## src/rtl/dtq_pkg.sv

```systemverilog
package dtq_pkg;

    typedef enum logic {
        TID0 = 1'b0,
        TID1 = 1'b1
    } tid_e;

    typedef enum logic {
        MODE_SPLIT = 1'b0,
        MODE_SOLO  = 1'b1
    } mode_e;

    // index of the other thread
    function automatic int unsigned peer(input int unsigned t);
        return (t == 0) ? 1 : 0;
    endfunction

endpackage

```

## src/rtl/dtq_rr_arb.sv

```systemverilog
module dtq_rr_arb
    import dtq_pkg::*;
(
    input  logic       clk,
    input  logic       rst,
    input  logic [1:0] req,
    input  logic       fire,
    output logic [1:0] gnt,
    output tid_e       last_q
);

    always_comb begin
        if (req == 2'b11) begin
            gnt = (last_q == TID0) ? 2'b10 : 2'b01;
        end else begin
            gnt = req;
        end
    end

    always_ff @(posedge clk) begin
        if (rst) begin
            last_q <= TID1;
        end else if (fire) begin
            last_q <= tid_e'(gnt[1]);
        end
    end

    AST_GNT_SINGLE: assert property (@(posedge clk) disable iff (rst)
        $onehot0(gnt));

    AST_RR_TURN: assert property (@(posedge clk) disable iff (rst)
        (req == 2'b11) |-> (gnt[last_q] == 1'b0));

endmodule

```

## src/rtl/dtq_thread_ctl.sv

```systemverilog
module dtq_thread_ctl
    import dtq_pkg::*;
#(
    parameter int DEPTH = 16,
    parameter int TID   = 0
) (
    input  logic                     clk,
    input  logic                     rst,
    input  logic                     clr,
    input  mode_e                    mode,
    input  logic                     push,
    input  logic                     pop,
    output logic [$clog2(DEPTH)-1:0] wr_addr,
    output logic [$clog2(DEPTH)-1:0] rd_addr,
    output logic                     room,
    output logic                     nonempty
);

    localparam int AW   = $clog2(DEPTH);
    localparam int HAW  = AW - 1;
    localparam int HALF = DEPTH / 2;
    localparam int CW   = $clog2(DEPTH + 1);
    localparam logic [CW-1:0] LIM_HALF = CW'(HALF);
    localparam logic [CW-1:0] LIM_SOLO = (TID == 0) ? CW'(DEPTH) : '0;

    logic [AW-1:0] wr_q, rd_q;
    logic [CW-1:0] cnt_q;
    logic [CW-1:0] limit;

    function automatic logic [AW-1:0] bump(input logic [AW-1:0] p, input mode_e m);
        logic [HAW-1:0] lo;
        if (m == MODE_SOLO) begin
            return p + 1'b1;
        end
        lo = p[HAW-1:0] + 1'b1;
        return {1'b0, lo};
    endfunction

    function automatic logic [AW-1:0] place(input logic [AW-1:0] p, input mode_e m);
        if (m == MODE_SOLO) begin
            return p;
        end
        return {TID[0], p[HAW-1:0]};
    endfunction

    assign limit    = (mode == MODE_SOLO) ? LIM_SOLO : LIM_HALF;
    assign room     = (cnt_q < limit);
    assign nonempty = (cnt_q != '0);
    assign wr_addr  = place(wr_q, mode);
    assign rd_addr  = place(rd_q, mode);

    always_ff @(posedge clk) begin
        if (rst || clr) begin
            wr_q  <= '0;
            rd_q  <= '0;
            cnt_q <= '0;
        end else begin
            if (push) begin
                wr_q <= bump(wr_q, mode);
            end
            if (pop) begin
                rd_q <= bump(rd_q, mode);
            end
            cnt_q <= cnt_q + CW'(push) - CW'(pop);
        end
    end

    AST_CNT_LIMIT: assert property (@(posedge clk) disable iff (rst)
        cnt_q <= limit);

    AST_NO_POP_EMPTY: assert property (@(posedge clk) disable iff (rst)
        pop |-> (cnt_q != '0));

    AST_NO_PUSH_FULL: assert property (@(posedge clk) disable iff (rst)
        push |-> (cnt_q < limit));

endmodule

```

## src/rtl/dtq_store.sv

```systemverilog
module dtq_store #(
    parameter int DEPTH = 16,
    parameter int EW    = 33
) (
    input  logic                     clk,
    input  logic                     we,
    input  logic [$clog2(DEPTH)-1:0] waddr,
    input  logic [EW-1:0]            wdata,
    input  logic [$clog2(DEPTH)-1:0] raddr,
    output logic [EW-1:0]            rdata
);

    logic [EW-1:0] mem [DEPTH];

    always_ff @(posedge clk) begin
        if (we) begin
            mem[waddr] <= wdata;
        end
    end

    assign rdata = mem[raddr];

endmodule

```

## src/rtl/dual_thread_uop_queue.sv

```systemverilog
module dual_thread_uop_queue
    import dtq_pkg::*;
#(
    parameter int DEPTH     = 16,
    parameter int PAYLOAD_W = 32
) (
    input  logic                 clk,
    input  logic                 rst,
    input  logic                 mode_req,
    output logic                 mode_st,
    input  logic                 t0_in_valid,
    input  logic [PAYLOAD_W-1:0] t0_in_data,
    output logic                 t0_in_ready,
    input  logic                 t1_in_valid,
    input  logic [PAYLOAD_W-1:0] t1_in_data,
    output logic                 t1_in_ready,
    output logic                 deq_valid,
    output logic                 deq_tid,
    output logic [PAYLOAD_W-1:0] deq_data,
    input  logic                 deq_ready
);

    localparam int AW = $clog2(DEPTH);
    localparam int EW = PAYLOAD_W + 1;

    typedef struct packed {
        tid_e                 tid;
        logic [PAYLOAD_W-1:0] data;
    } entry_t;

    mode_e            mode_q;
    logic             pending, drained, switch_now;
    logic [1:0]       in_valid, room, nonempty, enq_req, enq_gnt, acc;
    logic [1:0]       deq_gnt, pop;
    logic [AW-1:0]    wr_addr [2];
    logic [AW-1:0]    rd_addr [2];
    logic [PAYLOAD_W-1:0] in_data [2];
    logic [1:0]       in_ready;
    tid_e             enq_last, deq_last;
    logic             deq_fire;
    entry_t           wr_ent, rd_ent;
    logic [AW-1:0]    waddr, raddr;

    assign in_valid   = {t1_in_valid, t0_in_valid};
    assign in_data[0] = t0_in_data;
    assign in_data[1] = t1_in_data;

    // mode control: apply only across an empty queue
    assign pending    = (mode_e'(mode_req) != mode_q);
    assign drained    = (nonempty == 2'b00);
    assign switch_now = pending && drained;

    always_ff @(posedge clk) begin
        if (rst) begin
            mode_q <= MODE_SPLIT;
        end else if (switch_now) begin
            mode_q <= mode_e'(mode_req);
        end
    end

    assign mode_st = mode_q;

    // per-thread pointer and occupancy state
    for (genvar t = 0; t < 2; t++) begin : g_thr
        dtq_thread_ctl #(
            .DEPTH (DEPTH),
            .TID   (t)
        ) i_ctl (
            .clk      (clk),
            .rst      (rst),
            .clr      (switch_now),
            .mode     (mode_q),
            .push     (acc[t]),
            .pop      (pop[t]),
            .wr_addr  (wr_addr[t]),
            .rd_addr  (rd_addr[t]),
            .room     (room[t]),
            .nonempty (nonempty[t])
        );

        assign enq_req[t]  = in_valid[t] && room[t] && !pending;
        assign in_ready[t] = room[t] && !pending &&
                             !(enq_req[peer(t)] && (enq_last == tid_e'(t)));
        assign acc[t]      = enq_req[t] && enq_gnt[t];
        assign pop[t]      = deq_fire && deq_gnt[t];
    end

    assign t0_in_ready = in_ready[0];
    assign t1_in_ready = in_ready[1];

    // enqueue side turn-taking
    dtq_rr_arb i_enq_arb (
        .clk    (clk),
        .rst    (rst),
        .req    (enq_req),
        .fire   (|acc),
        .gnt    (enq_gnt),
        .last_q (enq_last)
    );

    // dequeue side turn-taking
    dtq_rr_arb i_deq_arb (
        .clk    (clk),
        .rst    (rst),
        .req    (nonempty),
        .fire   (deq_fire),
        .gnt    (deq_gnt),
        .last_q (deq_last)
    );

    assign wr_ent.tid  = acc[1] ? TID1 : TID0;
    assign wr_ent.data = acc[1] ? in_data[1] : in_data[0];
    assign waddr       = acc[1] ? wr_addr[1] : wr_addr[0];
    assign raddr       = deq_gnt[1] ? rd_addr[1] : rd_addr[0];

    dtq_store #(
        .DEPTH (DEPTH),
        .EW    (EW)
    ) i_store (
        .clk   (clk),
        .we    (|acc),
        .waddr (waddr),
        .wdata (wr_ent),
        .raddr (raddr),
        .rdata (rd_ent)
    );

    assign deq_valid = |nonempty;
    assign deq_tid   = rd_ent.tid;
    assign deq_data  = rd_ent.data;
    assign deq_fire  = deq_valid && deq_ready;

    AST_MODE_DRAINED: assert property (@(posedge clk) disable iff (rst)
        (mode_q != $past(mode_q)) |-> $past(nonempty == 2'b00));

    AST_SOLO_T1_HELD: assert property (@(posedge clk) disable iff (rst)
        (mode_q == MODE_SOLO) |-> !t1_in_ready);

    AST_PENDING_BLOCKS: assert property (@(posedge clk) disable iff (rst)
        pending |-> !(t0_in_ready || t1_in_ready));

    AST_TID_MATCH: assert property (@(posedge clk) disable iff (rst)
        deq_fire |-> (deq_tid == deq_gnt[1]));

    AST_LONE_SERVED: assert property (@(posedge clk) disable iff (rst)
        (deq_valid && nonempty != 2'b11) |-> (deq_gnt == nonempty));

    initial begin
        assert (DEPTH >= 4 && (DEPTH & (DEPTH - 1)) == 0);
    end

endmodule

```

## config.mk

```make
export PLATFORM = sky130hd
export DESIGN_NAME = dual_thread_uop_queue
export DESIGN_NICKNAME = d
export VERILOG_FILES = /design/src/rtl/dtq_pkg.sv /design/src/rtl/dtq_rr_arb.sv /design/src/rtl/dtq_thread_ctl.sv /design/src/rtl/dtq_store.sv /design/src/rtl/dual_thread_uop_queue.sv
export SDC_FILE = /design/constraint.sdc
export NUM_CORES = 1
export LEC_CHECK = 0
export BUFFER_PORTS_ARGS = -buffer_cell sky130_fd_sc_hd__buf_4
export CAP_MARGIN = 0
export CORE_MARGIN = 2
export CORE_UTILIZATION = 40
export CTS_BUF_LIST = sky130_fd_sc_hd__clkbuf_16
export DETAILED_ROUTE_END_ITERATION = 12
export HOLD_SLACK_MARGIN = 0.15
export PLACE_DENSITY = 0.64
export SETUP_SLACK_MARGIN = 0.02
export SKIP_LAST_GASP = 1
export SLEW_MARGIN = 10
export SYNTH_ARGS = -nofsm -noshare
export SYNTH_HDL_FRONTEND = slang
export SYNTH_SLANG_ARGS = --single-unit
```

## constraint.sdc

```tcl
create_clock -name clk -period 6.4 [get_ports clk]
set_input_delay 0.96 -clock clk [delete_from_list [all_inputs] [get_ports clk]]
set_output_delay 0.96 -clock clk [all_outputs]
set_load 0.005 [all_outputs]
```

## After elaboration in Yosys (flattened, before gate mapping)

Memory sizes are Yosys's and may differ from the RTL's.
Index checks and enable logic that the tools add are counted.

- Equality and inequality tests: 3
- Magnitude comparators: 2
- Shift-type cells: 0
- Add/subtract/negate cells: 12
- Bitwise operators: 1
- Reductions and logical operators: 25
- Mux-type cells: 37
- Divide/modulo/power cells: 0
- Multiply operators: 0

Operators by type and width:

| cell | number |
|---|---|
| 2-to-1 mux 4 bit | 19 |
| 2-to-1 mux 32 bit | 1 |
| adder 4 x 1 -> 4 bit (second input constant) | 4 |
| logical AND 1 bit | 16 |
| adder 3 x 1 -> 3 bit (second input constant) | 4 |
| 2-to-1 mux 1 bit | 12 |
| adder 5 x 1 -> 5 bit | 2 |
| < comparator 5 bit | 2 |
| nonzero test 5 bit | 2 |
| subtractor 5 x 1 -> 5 bit | 2 |
| 2-to-1 mux 2 bit | 4 |
| 2-to-1 mux 5 bit | 1 |
| == test 2 bit (second input constant) | 2 |
| OR reduction 2 bit | 2 |
| zero test 1 bit | 3 |
| zero test 2 bit | 1 |
| logical OR 1 bit | 1 |
| != test 1 bit | 1 |
| NOT 1 bit | 1 |

- Output and inout port bits: 37
- Memory bits (writable): 528
- Memories: 1
- Logic and storage cells: 90
- Register bits: 29
- Bits in latches: 0
- ROM bits: 0
- Input bits: 70

Memory list:

| memory | depth | bits a word | read ports | clocked after memory_dff | wr ports | line | text |
|---|---|---|---|---|---|---|---|
| i_store.mem | 16 | 33 | 1 | 0 | 1 | dtq_store.sv:13 | `logic [EW-1:0] mem [DEPTH];` |

## Longest topological paths before layout

- Word-level depth: 10
- Mapped depth: 18
- Mapped depth without buffers: 16

## Cells and area by module

Synthesis repeated with hierarchy kept, for this count alone.

- Cells, all modules: 1076
- Area, all modules: 22322.7 µm²

Modules (own cells, without submodules):

| module | sequential area each (µm²) | instances | cells each | area each (µm²) |
|---|---|---|---|---|
| dtq_store | 15855.2 | 1 | 831 | 19970.4 |
| dtq_thread_ctl at g_thr[0].i_ctl | 260.2 | 1 | 86 | 774.5 |
| dtq_thread_ctl at g_thr[1].i_ctl | 260.2 | 1 | 84 | 742.0 |
| dual_thread_uop_queue | 20.0 | 1 | 63 | 728.2 |
| dtq_rr_arb | 20.0 | 2 | 6 | 53.8 |

## Worst setup path after synthesis

No wires, ideal clock.

- Kind: input -> register
- Start point: in mode_req
- End point: mem i_store.mem[2][0] (enable)
- Data required time: 5.977 ns
- Path buffers: 2
- Setup time: 0.423 ns
- Stages: 8
- Slack: 1.849 ns
- Data arrival time: 4.128 ns
- Path through: nor4_1 > nand2_1 > a31o_2 > clkbuf_1 > clkinv_1 > buf_1 > a31oi_1 > nor2_1

- Word-level cells in the longest chain between the ends: 9
- Elaborated cells between the ends (all ways): 12
- Classes of those cells: 2 x eq/ne; 4 x mux; 6 x reduce/logical

Ends and longest elaborated chain:

| element | line | text |
|---|---|---|
| start, declared | dual_thread_uop_queue.sv:9 | `input logic mode_req,` |
| != test 1 bit (*) | dual_thread_uop_queue.sv:49 | `assign pending = (mode_e'(mode_req) != mode_q);` |
| zero test 1 bit (*) | dual_thread_uop_queue.sv:81 | `assign enq_req[t] = in_valid[t] && room[t] && !pending;` |
| logical AND 1 bit | dual_thread_uop_queue.sv:81 |  |
| == test 2 bit | dtq_rr_arb.sv:13 | `if (req == 2'b11) begin` |
| 2-to-1 mux 2 bit | dtq_rr_arb.sv:13 |  |
| logical AND 1 bit (*) | dual_thread_uop_queue.sv:84 | `assign acc[t] = enq_req[t] && enq_gnt[t];` |
| via g_thr[1].i_ctl.push | dtq_thread_ctl.sv:11 | `input logic push,` |
| OR reduction 2 bit | dual_thread_uop_queue.sv:121 | `.we (\|acc),` |
| 2-to-1 mux 1 bit | dtq_store.sv:16 | `if (we) begin` |
| 2-to-1 mux 1 bit (not written as such) | dtq_store.sv:17 | `mem[waddr] <= wdata;` |
| end, declared | dtq_store.sv:13 |  |

Mark *: on every way through the listed nets, which the timed path passes. The rest lies on a longest branch.

## Final worst setup path

- Start point: reg g_thr[0].i_ctl.cnt_q[3]
- End point: out deq_data[1]

- Word-level cells in the longest chain between the ends: 5

Ends and longest elaborated chain:

| element | line | text |
|---|---|---|
| start, declared | dtq_thread_ctl.sv:27 | `logic [CW-1:0] cnt_q;` |
| start signal, assigned | dtq_thread_ctl.sv:64 | `cnt_q <= cnt_q + CW'(push) - CW'(pop);` |
| nonzero test 5 bit | dtq_thread_ctl.sv:48 | `assign nonempty = (cnt_q != '0);` |
| == test 2 bit | dtq_rr_arb.sv:13 |  |
| 2-to-1 mux 2 bit | dtq_rr_arb.sv:13 |  |
| 2-to-1 mux 4 bit | dual_thread_uop_queue.sv:114 | `assign raddr = deq_gnt[1] ? rd_addr[1] : rd_addr[0];` |
| memory read (16 x 33 bit) | -- |  |
| end, declared | dual_thread_uop_queue.sv:19 | `output logic [PAYLOAD_W-1:0] deq_data,` |

No other way between the ends.

==> results.tsv <==
metric	value	unit
run status	finished clean	
max_cap viols	0	
Final Max Tran Viols	0	
DP Worst Slack	1.24	ns
Setup crit end	deq_data[1]	
CP Buf/Inv Count	3	
CP Depth	10	
cells on worst reg2reg path	10	
YS warnings	0	
Core Region	0.0541	mm2
final wirelength	49300	um
family with the most delay on the worst path	compound AO/OA/AOI/OAI gates	
logic gate share of total power	0.258	
Crit path arrival time	4.81	ns
GP Congestion	0.757	
Max IR drop VDD	0.200	mV
die height	239	um
Hold Vio Cnt, Final	0	
initial antenna violation count	1	
Seq cells post-synth	556	
clock sinks	556	
residual DRC count	0	
Mapped Area	0.0220	mm2
crit share post-route	0.902	
Synth Area in Simple Gates	0.0327	
Synth cell types	44	
Clock Root Buffer	clkbuf_16	
Post-synth ARST share	0	
cell mode on critical path	buf_4	
Routed Antenna Nets	0	
die footprint	0.0569	mm2
Pre-antenna DRT Iters	5	
share of cells above drive strength 1	0.187	
Post-CTS Hold Buffers	0	
Seq/Total Area, Yosys	0.746	
post-synthesis compound-gate area fraction	0.0510	
worst r2r src	mode_st$_SDFFE_PP0P_	
worst reg2reg endpoint	i_store.mem[5][19]$_DFFE_PP_	
multiplexer share of the synthesized area	0.137	
clock skew	0.0183	ns
row count	85	
Worst Setup Start Kind	flip-flop	
largest net degree at the start of global routing	66	
PostCTS Resize Cnt	0	
Fmax	173	MHz
Die X	239	um
Synth Area in XOR/XNOR	0.00597	
first-pass GRT wire length	73600	um
Post-synth EDFFs	528	
NumNets Final	1511	
Max clock buf depth	3	
leakage	10.2	nW
Post-Syn Nets	1374	
clock-pin slew on the worst setup and hold paths	0.06	ns
cts bufs inserted	53	
# diodes	0	
CP startpoint	g_thr[0].i_ctl.cnt_q[3]$_SDFF_PP0_	
PD cells	378	mW/mm2
WL/cell	22.8	um
via count	11700	
Syn Inst Count	1286	
leading cell types in the layout, fill and taps excluded	edfxtp_1 (528), mux2i_1 (265), buf_4 (140)	
relative slew slack	0.274	
Ports	107	
H-tree depth	2	
P_sw	2.83	mW
CTS tree	done	
minimum clock period after layout	5.77	ns
I/O Buffers	106	
Worst-Margin Slew	1.09	ns
dpl hpwl	27100	um
synthesized-area fraction occupied by adder cells	0.0109	
Crit path largest cell delay	0.83	ns
Top FF cell, synth	edfxtp_1	
Hold Path Class	flip-flop to flip-flop	
Crit Path Category	flip-flop to output pin	
setup bufs post-CTS	0	
vias per cell	5.43	
flop2flop setup slack	1.52	ns
commonest non-fill, non-tap cell in the layout	edfxtp_1	
gr usage total	0.173	
Power, Total	9.68	mW
switch share	0.292	
clock network fraction of total power	0.296	
crit-path cells	inv_1 > ha_1 > or4b_1 > a21oi_4 > nor3_1 > a41oi_4 > buf_4 > o22ai_1 > or4_1 > buf_4	
Flop pwr share	0.447	
final worst setup slack	0.627	ns
Clk Latency, worst-skew pair	0.61	ns
Area Overhead vs Synth	16.3	%
Worst Path Required	5.44	ns
total gr overflow	0	
CP endpoint kind	output pin	
TNS Setup	0	ns
Initial Utilization	0.407	
RSZ-0062 raised after global routing	no	
Crit-path slowest cell	a41oi_4	
Crit Path Max Fanout	17	
mean area per synthesized cell	17.1	um2
post-layout util	0.473	
Setup Viol. Count Final	0	
Initial DRC Count	878	
Int Power	6.85	mW
main combinational cell family by area after synthesis	multiplexers	
vias in the first global route	11800	
==> synth_stat cells (2+ instances only) <==
library cell  number  area share
a211o_1            3      0.0012
xnor2_1            8      0.0032
a41oi_1            2     0.00080
nand3_1            3     0.00068
o22ai_1          132       0.038
fa_1               2      0.0018
edfxtp_1         528        0.72
nor3b_1            2     0.00068
or3_1              2     0.00057
mux2_2            32       0.016
nor3_1             9      0.0020
a31oi_1           10      0.0028
a21o_1             3      0.0010
dfxtp_1           28       0.025
nand2_1           23      0.0039
or4_1             33       0.011
nor2b_1            2     0.00057
o21ai_0            3     0.00068
ha_1              16      0.0091
mux2i_1          266        0.12
xor2_1             7      0.0028
clkbuf_1          31      0.0053
buf_2             30      0.0068
nand2b_1           5      0.0014
nand4_1            2     0.00057
inv_1             22      0.0038
nor2_1            46      0.0078
nor4_1             5      0.0014
a21oi_1           16      0.0036
==> metal layers <==
layer | global-route usage | vias to the layer above | share of wire
met3 | 0.0300 | 66 | 0.045
met4 | 0.0405 | 2 | 0.016
met2 | 0.291 | 265 | 0.49
met5 | 0 | - | 0.00014
li1 | - | 5416 | -
met1 | 0.236 | 5973 | 0.45
==> stage by stage <==
stage,instance area [um2],std cells,hold slack (ns)
6_report,25600,2159,0.525
4_1_cts,25600,2159,0.531
3_3_place_gp,24000,2064,0.491
5_1_grt,25600,2159,0.544
2_1_floorplan,22000,1286,0.466
3_5_place_dp,24000,2064,0.517
==> final cells by class <==
type	count	area [um2]
Clock inverter	41	226
Sequential cell	556	16400
Clock buffer	54	1350
Timing Repair Buffer	145	1150
Fill cell	4515	28500
Tap cell	696	871
Multi-Input combinational cell	644	5500
Inverter	23	86.3
==> worst min path at each step <==
stage | from | to | slack [ns] | cells after the start
after detailed placement | g_thr[1].i_ctl.rd_q[3]$_SDFFE_PP0P_ | g_thr[1].i_ctl.rd_q[3]$_SDFFE_PP0P_ | 0.52 | 2
final | g_thr[1].i_ctl.rd_q[3]$_SDFFE_PP0P_ | g_thr[1].i_ctl.rd_q[3]$_SDFFE_PP0P_ | 0.53 | 2
after floorplan | g_thr[0].i_ctl.rd_q[1]$_SDFFE_PP0P_ | g_thr[0].i_ctl.rd_q[1]$_SDFFE_PP0P_ | 0.47 | 2
after global placement | g_thr[1].i_ctl.rd_q[3]$_SDFFE_PP0P_ | g_thr[1].i_ctl.rd_q[3]$_SDFFE_PP0P_ | 0.49 | 2
after CTS | g_thr[1].i_ctl.rd_q[3]$_SDFFE_PP0P_ | g_thr[1].i_ctl.rd_q[3]$_SDFFE_PP0P_ | 0.53 | 2
after global routing | rst | mode_st$_SDFFE_PP0P_ | 0.54 | 2
==> power by group through the flow <==
stage          clock [mW]  sequential [mW]  combinational, mW
2_1_floorplan           0             4.37               1.44
3_3_place_gp            0             4.39               2.49
3_5_place_dp            0             4.40               2.52
4_1_cts              2.92             4.32               2.53
5_1_grt              3.06             4.34               2.70
6_report             2.86             4.32               2.49
==> state kept, by name (all words and copies together), names as in the netlist <==
signal,count
g_thr.i_ctl.cnt_q,10
i_enq_arb.last_q,1
g_thr.i_ctl.rd_q,8
g_thr.i_ctl.wr_q,7
mode_st,1
i_deq_arb.last_q,1
i_store.mem,528
==> cells by family after synthesis <==
kind of cell,Yosys count
fa+ha+maj,18
buf+inv,86
simple gates,137
compound gates,176
mux,298
xor+xnor,15
flops,556
==> worst min-delay path: cells and delay by family, from the launching register on <==
kind	cells	cell delay [ns]
flops	1	0.35
compound gates	1	0.07
simple gates	1	0.08
Note: power is estimated with default switching activity, not from simulation.
